$ cat config.mk
export PLATFORM = sky130hd
export DESIGN_NAME = gamma_lut_ctrl
export DESIGN_NICKNAME = d
export VERILOG_FILES = /design/src/rtl/gamma_lut_pkg.sv /design/src/rtl/lut_regs.sv /design/src/rtl/lut_bank.sv /design/src/rtl/lut_pixel.sv /design/src/rtl/gamma_lut_ctrl.sv
export SDC_FILE = /design/constraint.sdc
export NUM_CORES = 1
export LEC_CHECK = 0
export ABC_AREA = 1
export BUFFER_PORTS_ARGS = -buffer_cell sky130_fd_sc_hd__buf_2
export CAP_MARGIN = 25
export CORE_ASPECT_RATIO = 0.7
export CORE_MARGIN = 4
export CORE_UTILIZATION = 40
export DETAILED_ROUTE_END_ITERATION = 6
export PLACE_DENSITY_LB_ADDON = 0.12
export SYNTH_ARGS = -nofsm -noshare
export SYNTH_HDL_FRONTEND = slang
export SYNTH_SLANG_ARGS = --single-unit
$ cat constraint.sdc
create_clock -name clk_i -period 2.31 [get_ports clk_i]
set_clock_uncertainty 0.05 [all_clocks]
set_input_delay 0 -clock clk_i [delete_from_list [all_inputs] [get_ports clk_i]]
set_output_delay 0 -clock clk_i [all_outputs]
set_load 0.02 [all_outputs]
$ cat src/rtl/gamma_lut_pkg.sv
package gamma_lut_pkg;
  typedef enum logic [1:0] {
    REG_CTRL   = 2'd0,
    REG_LUTCTL = 2'd1,
    REG_INDEX  = 2'd2,
    REG_DATA   = 2'd3
  } reg_addr_e;

  localparam logic [1:0] MODE_RAM = 2'd2;

  // plane order follows mask bit positions
  localparam int PL_B = 0;
  localparam int PL_G = 1;
  localparam int PL_R = 2;
  localparam int NUM_PL = 3;
endpackage

$ cat src/rtl/lut_regs.sv
module lut_regs
  import gamma_lut_pkg::*;
#(
  parameter int DEPTH = 8,
  parameter int DW    = 12,
  localparam int AW   = $clog2(DEPTH)
) (
  input  logic              clk_i,
  input  logic              rst_ni,
  input  logic              we_i,
  input  logic [1:0]        waddr_i,
  input  logic [31:0]       wdata_i,
  input  logic [1:0]        raddr_i,
  output logic [31:0]       rdata_o,
  input  logic              frame_start_i,
  output logic [1:0]        mode_cur_o,
  output logic              sel_cur_o,
  output logic              lut_we_o,
  output logic              lut_bank_o,
  output logic [NUM_PL-1:0] lut_mask_o,
  output logic [AW-1:0]     lut_idx_o,
  output logic [DW-1:0]     lut_wdata_o,
  output logic              conflict_o
);
  localparam logic [AW-1:0] IDX_MAX = AW'(DEPTH - 1);

  logic [1:0]        mode_q, mode_cur_q;
  logic              sel_q, sel_cur_q, host_sel_q, conflict_q;
  logic [NUM_PL-1:0] mask_q;
  logic [AW-1:0]     idx_q, idx_load;
  logic              data_wr;

  assign data_wr  = we_i && (waddr_i == REG_DATA);
  assign idx_load = (wdata_i[AW-1:0] > IDX_MAX) ? IDX_MAX : wdata_i[AW-1:0];

  always_ff @(posedge clk_i or negedge rst_ni) begin
    if (!rst_ni) begin
      mode_q     <= '0;
      sel_q      <= 1'b0;
      mode_cur_q <= '0;
      sel_cur_q  <= 1'b0;
      mask_q     <= '0;
      host_sel_q <= 1'b0;
      idx_q      <= '0;
      conflict_q <= 1'b0;
    end else begin
      if (frame_start_i) begin
        mode_cur_q <= mode_q;
        sel_cur_q  <= sel_q;
      end
      if (we_i) begin
        unique case (waddr_i)
          REG_CTRL: begin
            mode_q <= wdata_i[1:0];
            sel_q  <= wdata_i[4];
            if (wdata_i[16]) conflict_q <= 1'b0;
          end
          REG_LUTCTL: begin
            mask_q     <= wdata_i[2:0];
            host_sel_q <= wdata_i[4];
          end
          REG_INDEX: idx_q <= idx_load;
          default: begin
            if (idx_q != IDX_MAX) idx_q <= idx_q + 1'b1;
            if (mode_cur_q == MODE_RAM && host_sel_q == sel_cur_q) conflict_q <= 1'b1;
          end
        endcase
      end
    end
  end

  always_comb begin
    rdata_o = '0;
    unique case (raddr_i)
      REG_CTRL: begin
        rdata_o[1:0] = mode_q;
        rdata_o[4]   = sel_q;
        rdata_o[9:8] = mode_cur_q;
        rdata_o[12]  = sel_cur_q;
        rdata_o[16]  = conflict_q;
      end
      REG_LUTCTL: begin
        rdata_o[2:0] = mask_q;
        rdata_o[4]   = host_sel_q;
      end
      REG_INDEX: rdata_o[AW-1:0] = idx_q;
      default:   rdata_o = '0;
    endcase
  end

  assign mode_cur_o  = mode_cur_q;
  assign sel_cur_o   = sel_cur_q;
  assign lut_we_o    = data_wr;
  assign lut_bank_o  = host_sel_q;
  assign lut_mask_o  = mask_q;
  assign lut_idx_o   = idx_q;
  assign lut_wdata_o = wdata_i[DW-1:0];
  assign conflict_o  = conflict_q;
endmodule

$ cat src/rtl/lut_bank.sv
module lut_bank
  import gamma_lut_pkg::*;
#(
  parameter int DEPTH = 8,
  parameter int DW    = 12,
  localparam int AW   = $clog2(DEPTH)
) (
  input  logic                       clk_i,
  input  logic                       rst_ni,
  input  logic                       we_i,
  input  logic [NUM_PL-1:0]          mask_i,
  input  logic [AW-1:0]              waddr_i,
  input  logic [DW-1:0]              wdata_i,
  input  logic [NUM_PL-1:0][AW-1:0]  raddr_i,
  output logic [NUM_PL-1:0][DW-1:0]  rdata_o
);
  for (genvar p = 0; p < NUM_PL; p++) begin : g_plane
    logic [DW-1:0] mem_q [DEPTH];
    always_ff @(posedge clk_i or negedge rst_ni) begin
      if (!rst_ni) begin
        for (int i = 0; i < DEPTH; i++) mem_q[i] <= '0;
      end else if (we_i && mask_i[p]) begin
        mem_q[waddr_i] <= wdata_i;
      end
    end
    assign rdata_o[p] = mem_q[raddr_i[p]];
  end
endmodule

$ cat src/rtl/lut_pixel.sv
module lut_pixel
  import gamma_lut_pkg::*;
#(
  parameter int DEPTH = 8,
  parameter int DW    = 12,
  localparam int AW   = $clog2(DEPTH)
) (
  input  logic                       clk_i,
  input  logic                       rst_ni,
  input  logic [1:0]                 mode_cur_i,
  input  logic                       sel_cur_i,
  input  logic                       valid_i,
  input  logic [NUM_PL-1:0][DW-1:0]  pix_i,
  output logic [NUM_PL-1:0][AW-1:0]  raddr_o,
  input  logic [NUM_PL-1:0][DW-1:0]  bank_a_i,
  input  logic [NUM_PL-1:0][DW-1:0]  bank_b_i,
  output logic                       valid_o,
  output logic [NUM_PL-1:0][DW-1:0]  pix_o
);
  logic [NUM_PL-1:0][DW-1:0] res;

  for (genvar p = 0; p < NUM_PL; p++) begin : g_ch
    assign raddr_o[p] = pix_i[p][DW-1 -: AW];
    assign res[p] = (mode_cur_i != MODE_RAM) ? pix_i[p] :
                    (sel_cur_i ? bank_b_i[p] : bank_a_i[p]);
  end

  always_ff @(posedge clk_i or negedge rst_ni) begin
    if (!rst_ni) begin
      valid_o <= 1'b0;
      pix_o   <= '0;
    end else begin
      valid_o <= valid_i;
      if (valid_i) pix_o <= res;
    end
  end
endmodule

$ cat src/rtl/gamma_lut_ctrl.sv
module gamma_lut_ctrl
  import gamma_lut_pkg::*;
#(
  parameter int DEPTH = 8,
  parameter int DW    = 12,
  localparam int AW   = $clog2(DEPTH)
) (
  input  logic          clk_i,
  input  logic          rst_ni,
  input  logic          host_we_i,
  input  logic [1:0]    host_addr_i,
  input  logic [31:0]   host_wdata_i,
  input  logic [1:0]    host_raddr_i,
  output logic [31:0]   host_rdata_o,
  input  logic          frame_start_i,
  input  logic          pix_valid_i,
  input  logic [DW-1:0] pix_r_i,
  input  logic [DW-1:0] pix_g_i,
  input  logic [DW-1:0] pix_b_i,
  output logic          pix_valid_o,
  output logic [DW-1:0] pix_r_o,
  output logic [DW-1:0] pix_g_o,
  output logic [DW-1:0] pix_b_o
);
  logic [1:0]                mode_cur;
  logic                      sel_cur, lut_we, lut_bank, conflict;
  logic [NUM_PL-1:0]         lut_mask;
  logic [AW-1:0]             lut_idx;
  logic [DW-1:0]             lut_wdata;
  logic [NUM_PL-1:0][AW-1:0] raddr;
  logic [NUM_PL-1:0][DW-1:0] pix_in, pix_out, rd_a, rd_b;

  lut_regs #(.DEPTH(DEPTH), .DW(DW)) i_regs (
    .clk_i, .rst_ni,
    .we_i(host_we_i), .waddr_i(host_addr_i), .wdata_i(host_wdata_i),
    .raddr_i(host_raddr_i), .rdata_o(host_rdata_o),
    .frame_start_i,
    .mode_cur_o(mode_cur), .sel_cur_o(sel_cur),
    .lut_we_o(lut_we), .lut_bank_o(lut_bank), .lut_mask_o(lut_mask),
    .lut_idx_o(lut_idx), .lut_wdata_o(lut_wdata), .conflict_o(conflict)
  );

  lut_bank #(.DEPTH(DEPTH), .DW(DW)) i_bank_a (
    .clk_i, .rst_ni, .we_i(lut_we && !lut_bank), .mask_i(lut_mask),
    .waddr_i(lut_idx), .wdata_i(lut_wdata), .raddr_i(raddr), .rdata_o(rd_a)
  );

  lut_bank #(.DEPTH(DEPTH), .DW(DW)) i_bank_b (
    .clk_i, .rst_ni, .we_i(lut_we && lut_bank), .mask_i(lut_mask),
    .waddr_i(lut_idx), .wdata_i(lut_wdata), .raddr_i(raddr), .rdata_o(rd_b)
  );

  assign pix_in[PL_R] = pix_r_i;
  assign pix_in[PL_G] = pix_g_i;
  assign pix_in[PL_B] = pix_b_i;

  lut_pixel #(.DEPTH(DEPTH), .DW(DW)) i_pixel (
    .clk_i, .rst_ni, .mode_cur_i(mode_cur), .sel_cur_i(sel_cur),
    .valid_i(pix_valid_i), .pix_i(pix_in), .raddr_o(raddr),
    .bank_a_i(rd_a), .bank_b_i(rd_b), .valid_o(pix_valid_o), .pix_o(pix_out)
  );

  assign pix_r_o = pix_out[PL_R];
  assign pix_g_o = pix_out[PL_G];
  assign pix_b_o = pix_out[PL_B];
endmodule

== Yosys cells after proc, flatten, opt, wreduce, memory -nomap -nowiden ==
Cells that the tools add are included.

* Register bits after elaboration: 627
* Output and inout port bits: 69
* Word-level logic and storage cells: 149

* $add $sub $neg: 1
* Order comparisons: 6
* Equality and inequality tests: 10
* Mux-type cells: 44
* Bitwise gates (word level): 6
* Reduce and logical (&&, ||, !) cells: 22

{| class="wikitable"
|+ Operators with widths
! cell !! count
|-
| $bwmux W96 || 6
|-
| $mux W12 || 19
|-
| $bmux W12 S3 || 6
|-
| $demux W12 S3 || 1
|-
| $ge A4 B4 Y1 const B || 4
|-
| $not A3 Y4 || 4
|-
| $logic_and A1 B1 Y1 || 11
|-
| $eq A2 B2 Y1 const B || 4
|-
| $mux W3 || 2
|-
| $pmux W1 S2 || 3
|-
| $pmux W2 S3 || 1
|-
| $pmux W3 S2 || 1
|-
| $eq A2 B1 Y1 const B || 2
|-
| $logic_not A2 Y1 || 2
|-
| $lt A4 B1 Y1 const B || 1
|-
| $mux W1 || 4
|-
| $ne A2 B2 Y1 const B || 2
|-
| $reduce_and A2 Y1 || 2
|-
| $reduce_and A4 Y1 || 1
|-
| $reduce_bool A2 Y1 || 2
|-
| $reduce_or A2 Y1 || 2
|-
| $add A3 B1 Y3 const B || 1
|-
| $gt A3 B3 Y1 const B || 1
|-
| $ne A3 B3 Y1 const B || 1
|-
| other kinds (5) || 6
|}

== Logic depth before layout (Yosys ltp) ==
* Depth after elaboration: 6
* Depth in mapped cells: 11

== Modules after synthesis ==
From an unflattened synthesis, not the netlist that was laid out.

* Cell total of the unflattened synthesis: 4415
* Area, all modules: 31700.4 um2

{| class="wikitable"
|+ By module, submodules not included
! module !! times used !! cells an instance !! area each (um2) !! sequential area each (um2)
|-
| lut_bank || 2 || 1949 || 14036.0 || 7206.9
|-
| lut_pixel || 1 || 360 || 2448.6 || 925.9
|-
| lut_regs || 1 || 153 || 1162.4 || 350.3
|-
| gamma_lut_ctrl || 1 || 4 || 17.5 || 0.0
|}

== Least setup slack after synthesis ==
OpenSTA, ideal clock, no wires.

* Path kind: reg-to-reg
* From: reg i_regs.idx_q[0] (netlist: i_regs.lut_idx_o[0])
* To: reg i_regs.idx_q[1] (netlist: i_regs.lut_idx_o[1])
* Setup time: 0.083 ns
* Arrival time: 1.542 ns
* Required time: 2.177 ns
* Path slack: 0.635 ns
* Cell stages (with the launch flop): 8
* Period minus slack after synthesis: 1.675 ns
* Path through: dfrtp_1 ha_1 ha_1 inv_1 nor2_1 nor4_1 o211ai_1 o21ai_0

* Longest elaborated chain between the ends: 3
* Elaborated cells on any way between the ends: 6
* Classes of those cells: add/sub: 1; eq/ne: 1; mux: 2; reduce/logical: 2

{| class="wikitable"
|+ RTL lines
! what !! line !! text
|-
| start, declared || lut_regs.sv:30 || <nowiki>logic [AW-1:0] idx_q, idx_load;</nowiki>
|-
| start signal, assigned || lut_regs.sv:62 || <nowiki>REG_INDEX: idx_q <= idx_load;</nowiki>
|-
| start signal, assigned || lut_regs.sv:64 || <nowiki>if (idx_q != IDX_MAX) idx_q <= idx_q + 1'b1;</nowiki>
|-
| $add A3 B1 Y3 / $ne A3 B3 Y1 (equally long branches) || lut_regs.sv:64 ||
|-
| $mux W3 / $reduce_bool A2 Y1 (equally long branches) || n/a ||
|-
| $pmux W3 S2 / $reduce_and A3 Y1 (equally long branches) || n/a ||
|}

Parallel ways exist; a longest one is shown, timed or not. The select of a mux whose other input is x is not followed.
A chain may end at the register's enable or synchronous reset.

== Final worst setup path ==
* From: reg i_regs.sel_cur_q (netlist: i_regs.sel_cur_o)
* To: reg i_regs.conflict_q (netlist: i_regs.conflict_o)

* Longest elaborated chain between the ends: 4

{| class="wikitable"
|+ RTL lines
! what !! line !! text
|-
| start, declared || lut_regs.sv:28 || <nowiki>logic sel_q, sel_cur_q, host_sel_q, conflict_q;</nowiki>
|-
| start signal, assigned || lut_regs.sv:49 || <nowiki>sel_cur_q <= sel_q;</nowiki>
|-
| $eq A1 B1 Y1 || lut_regs.sv:65 || <nowiki>if (mode_cur_q == MODE_RAM && host_sel_q == sel_cur_q) conflict_q <= 1'b1;</nowiki>
|-
| $logic_and A1 B1 Y1 || lut_regs.sv:65 ||
|-
| $reduce_bool A2 Y1 (no line) || n/a ||
|-
| $reduce_and A4 Y1 (no line) || n/a ||
|-
| end signal, assigned || lut_regs.sv:45 || <nowiki>conflict_q <= 1'b0;</nowiki>
|-
| end signal, assigned || lut_regs.sv:56 || <nowiki>if (wdata_i[16]) conflict_q <= 1'b0;</nowiki>
|-
| end signal, assigned || lut_regs.sv:65 ||
|-
| end, declared || lut_regs.sv:28 ||
|}

Every way passes these cells.

==> results.cfg <==
[status]
status = finished, final reports clean

[sta]
hold_viol = 0
post-route-period-util = 0.9593
final.setup.tns_ns = 0
slew_headroom = 0.4965
min_period_ns = 2.216
fmax_ghz = 0.4513
tightestPinTransition_ns = 0.7534
setup_viol = 0
final-max-slew-violation-count = 0
grt_setup_unrepaired = no

[job]
maxCapViolCount = 0

[placement]
place.gp.congestion = 0.8021
port_buffers = 102
dp_hpwl_mm = 56.90
placed_cell_area_sq_um = 31580

[clock_network]
clk_pin_slew_ns = 0.06
cts_tree = yes
cts_made_buffers = 68
cts_sinks = 627
clk_latency_ns = 0.62
root_buffer = clkbuf_16
htreeDepth = 3
clk_path_buf_depth = 3

[synthesis]
synth_seq_area_share = 0.5296
synth_common_cells = 1601 x nand2_1, 627 x dfrtp_1, 597 x o21ai_0, 399 x nand3_1, 284 x inv_1
syn-cell-area_sq_um = 29630
yosys.area_share.adder = 0.004223
synth-async-reset-ratio = 1.000
synth_area_leaders = dfrtp_1 53%, nand2_1 20%, o21ai_0 10%, nand3_1 6.7%, inv_1 3.6%
synth.distinct_cells = 21
synth_ff_type = dfrtp_1
syn_inst = 3927
synth_area_leader_cell = dfrtp_1
muxShareOfSynthArea = 0.0003801
yosysMostFrequentCell = nand2_1
synth_area_per_cell_sq_um = 7.544
synth_top_family_by_area = simple AND/OR/NAND/NOR gates
synth_xor_area_frac = 0
synth_warnings = 0
synth_edf_count = 0
synth_compound_area_frac = 0.1039
synthDominantCellAreaShare = 0.5296
synth.ff_latch_count = 627
synthSimpleGateAreaFrac = 0.2807

[routing]
wl_per_cell_um = 18.69
drtPass1Iterations = 5
drtIter0Drc = 2200
routed.top_layer = met4
drc = 0
drt-met1-wl_mm = 47.84
routed_wl_mm = 94.02
vias_per_cell = 4.989
num_vias = 25097
ant_nets = 0
routed-wl-met3_mm = 5.850
wl_met2_mm = 38.31

[pwr]
p_total_mw = 31.83
p_per_area_nw_per_um2 = 928.6
power_leakage_nw = 16.53
ir_worst_vdd_uv = 571.6

[setup_path]
path_class = reg2reg
reg2regPathDepth = 5
cp-start-kind = register
endpoint_kind = register
r2r-start = i_regs.sel_cur_o$_DFFE_PN0P_
worstPathRequired_ns = 2.82
worstReg2RegEnd = i_regs.conflict_o$_DFFE_PN0P_
critPathArrivalTime_ns = 2.72
reg2reg_slack_ns = 0.09
crit_path_max_fanout = 26

[floorplanning]
io_pins = 146
die_h_um = 235.7
rows = 83
die_w_um = 333.3
die_area_sq_um = 78550
core_area_sq_um = 73320
start_util = 0.4041

[finish]
design_area_sq_um = 34280
area_delta_synth_final_pct = 15.69
drive_gt1_frac = 0.09131
nNetsFinal = 4093

[grt]
grt_max_degree = 107
grt_overflow = 0
grt_pass1_wl_mm = 147.0
grtUsageTotal = 0.2396
grt_pass1_vias = 23534
antenna_found_initial = 1

[hold_path]
holdCritStartpoint = host_wdata_i[6]
min_path_cells = 4
holdPathEnd = i_bank_b.g_plane[0].mem_q[54]$_DFFE_PN0P_
hold_path_class = in2reg
## state kept, by name, summed over array words and instances, names as in the netlist, 2 cells and up
name,count
i_bank_a.g_plane.mem_q,288
i_bank_b.g_plane.mem_q,288
i_pixel.pix_o,36
i_regs.lut_idx_o,3
i_regs.lut_mask_o,3
i_regs.mode_cur_o,2
i_regs.mode_q,2
## critical path, cell delays in order, from the launching register on
cell           delay, ns
dfrtp_4             0.49
inv_2               0.40
buf_12              0.28
o21ai_0             0.11
o41ai_1             0.23
dlygate4sd3_1       0.58
## metal layers
layer,up-vias,global-route usage
met5,-,0
met1,11886,0.3846
met2,620,0.3307
li1,12477,-
met3,114,0.04271
met4,0,0.05708
## per-stage QoR
stage | setup slack (ns) | util | cells | hold WS [ns]
finish | 0.09412 | 0.4675 | 5030 | 0.01372
global route | 0.0003679 | 0.4675 | 5029 | 0.04871
CTS | 0.09370 | 0.4674 | 5029 | 0.01267
detailed placement | 0.2233 | 0.4307 | 4863 | -0.1139
global placement | 0.3632 | 0.4307 | 4863 | -0.1193
floorplan | 0.6350 | - | 3950 | -0.3456
## worst max-delay path by stage
stage               cells after the start                            start  slack (ns)                                        end
global placement                        7  i_regs.lut_idx_o[2]$_DFFE_PN0P_        0.36  i_bank_b.g_plane[0].mem_q[29]$_DFFE_PN0P_
finish                                  5     i_regs.sel_cur_o$_DFFE_PN0P_        0.09              i_regs.conflict_o$_DFFE_PN0P_
CTS                                     5     i_regs.sel_cur_o$_DFFE_PN0P_        0.09              i_regs.conflict_o$_DFFE_PN0P_
floorplan                               7  i_regs.lut_idx_o[0]$_DFFE_PN0P_        0.63            i_regs.lut_idx_o[1]$_DFFE_PN0P_
global route                            5     i_regs.sel_cur_o$_DFFE_PN0P_      0.0004              i_regs.conflict_o$_DFFE_PN0P_
detailed placement                      4  i_regs.lut_idx_o[0]$_DFFE_PN0P_        0.22  i_bank_a.g_plane[0].mem_q[74]$_DFFE_PN0P_
## placed cells by master (no fill, tap or decap), drive strengths merged, types with 15 or more instances in the layout
cell type    count
buf            242
clkbuf          99
clkinv          15
conb            24
dfrtp          627
dlygate4sd3     49
inv            291
nand2         1601
nand3          399
nor2            70
o21ai          597
## where the power goes
group	total, mW	leakage (nW)	internal [mW]	switching [mW]
clock	10.9	1.09	6.33	4.55
combinational	6.46	6.90	2.35	4.11
sequential	14.5	8.54	13.3	1.21
total	31.8	16.5	22.0	9.87
## what timing repair did
action,in CTS,in global routing
setup buffers,0,0
hold buffers,50,0
endpoints found under the setup margin,0,12
hold endpoints to repair,830,0
resized for setup,0,1
## cell type report
| class | instances | area [sq um] |
|---|---|---|
| clock inverters | 17 | 141.4 |
| fillers | 7536 | 39040 |
| inverters | 292 | 1097 |
| repair buffers | 291 | 2445 |
| multi-input cells | 2726 | 11630 |
| clock buffers | 99 | 2042 |
| diodes | 1 | 2.502 |
| well taps | 977 | 1222 |
| flip-flops and latches | 627 | 15690 |
## logic make-up after synthesis
family	after synthesis
DFF	627
muxes	1
buffers and inverters	597
other	1
and+or+nand+nor	2079
adders and majority gates	10
AOI/OAI and AO/OA	612
Note: power is estimated with default switching activity, not from simulation.
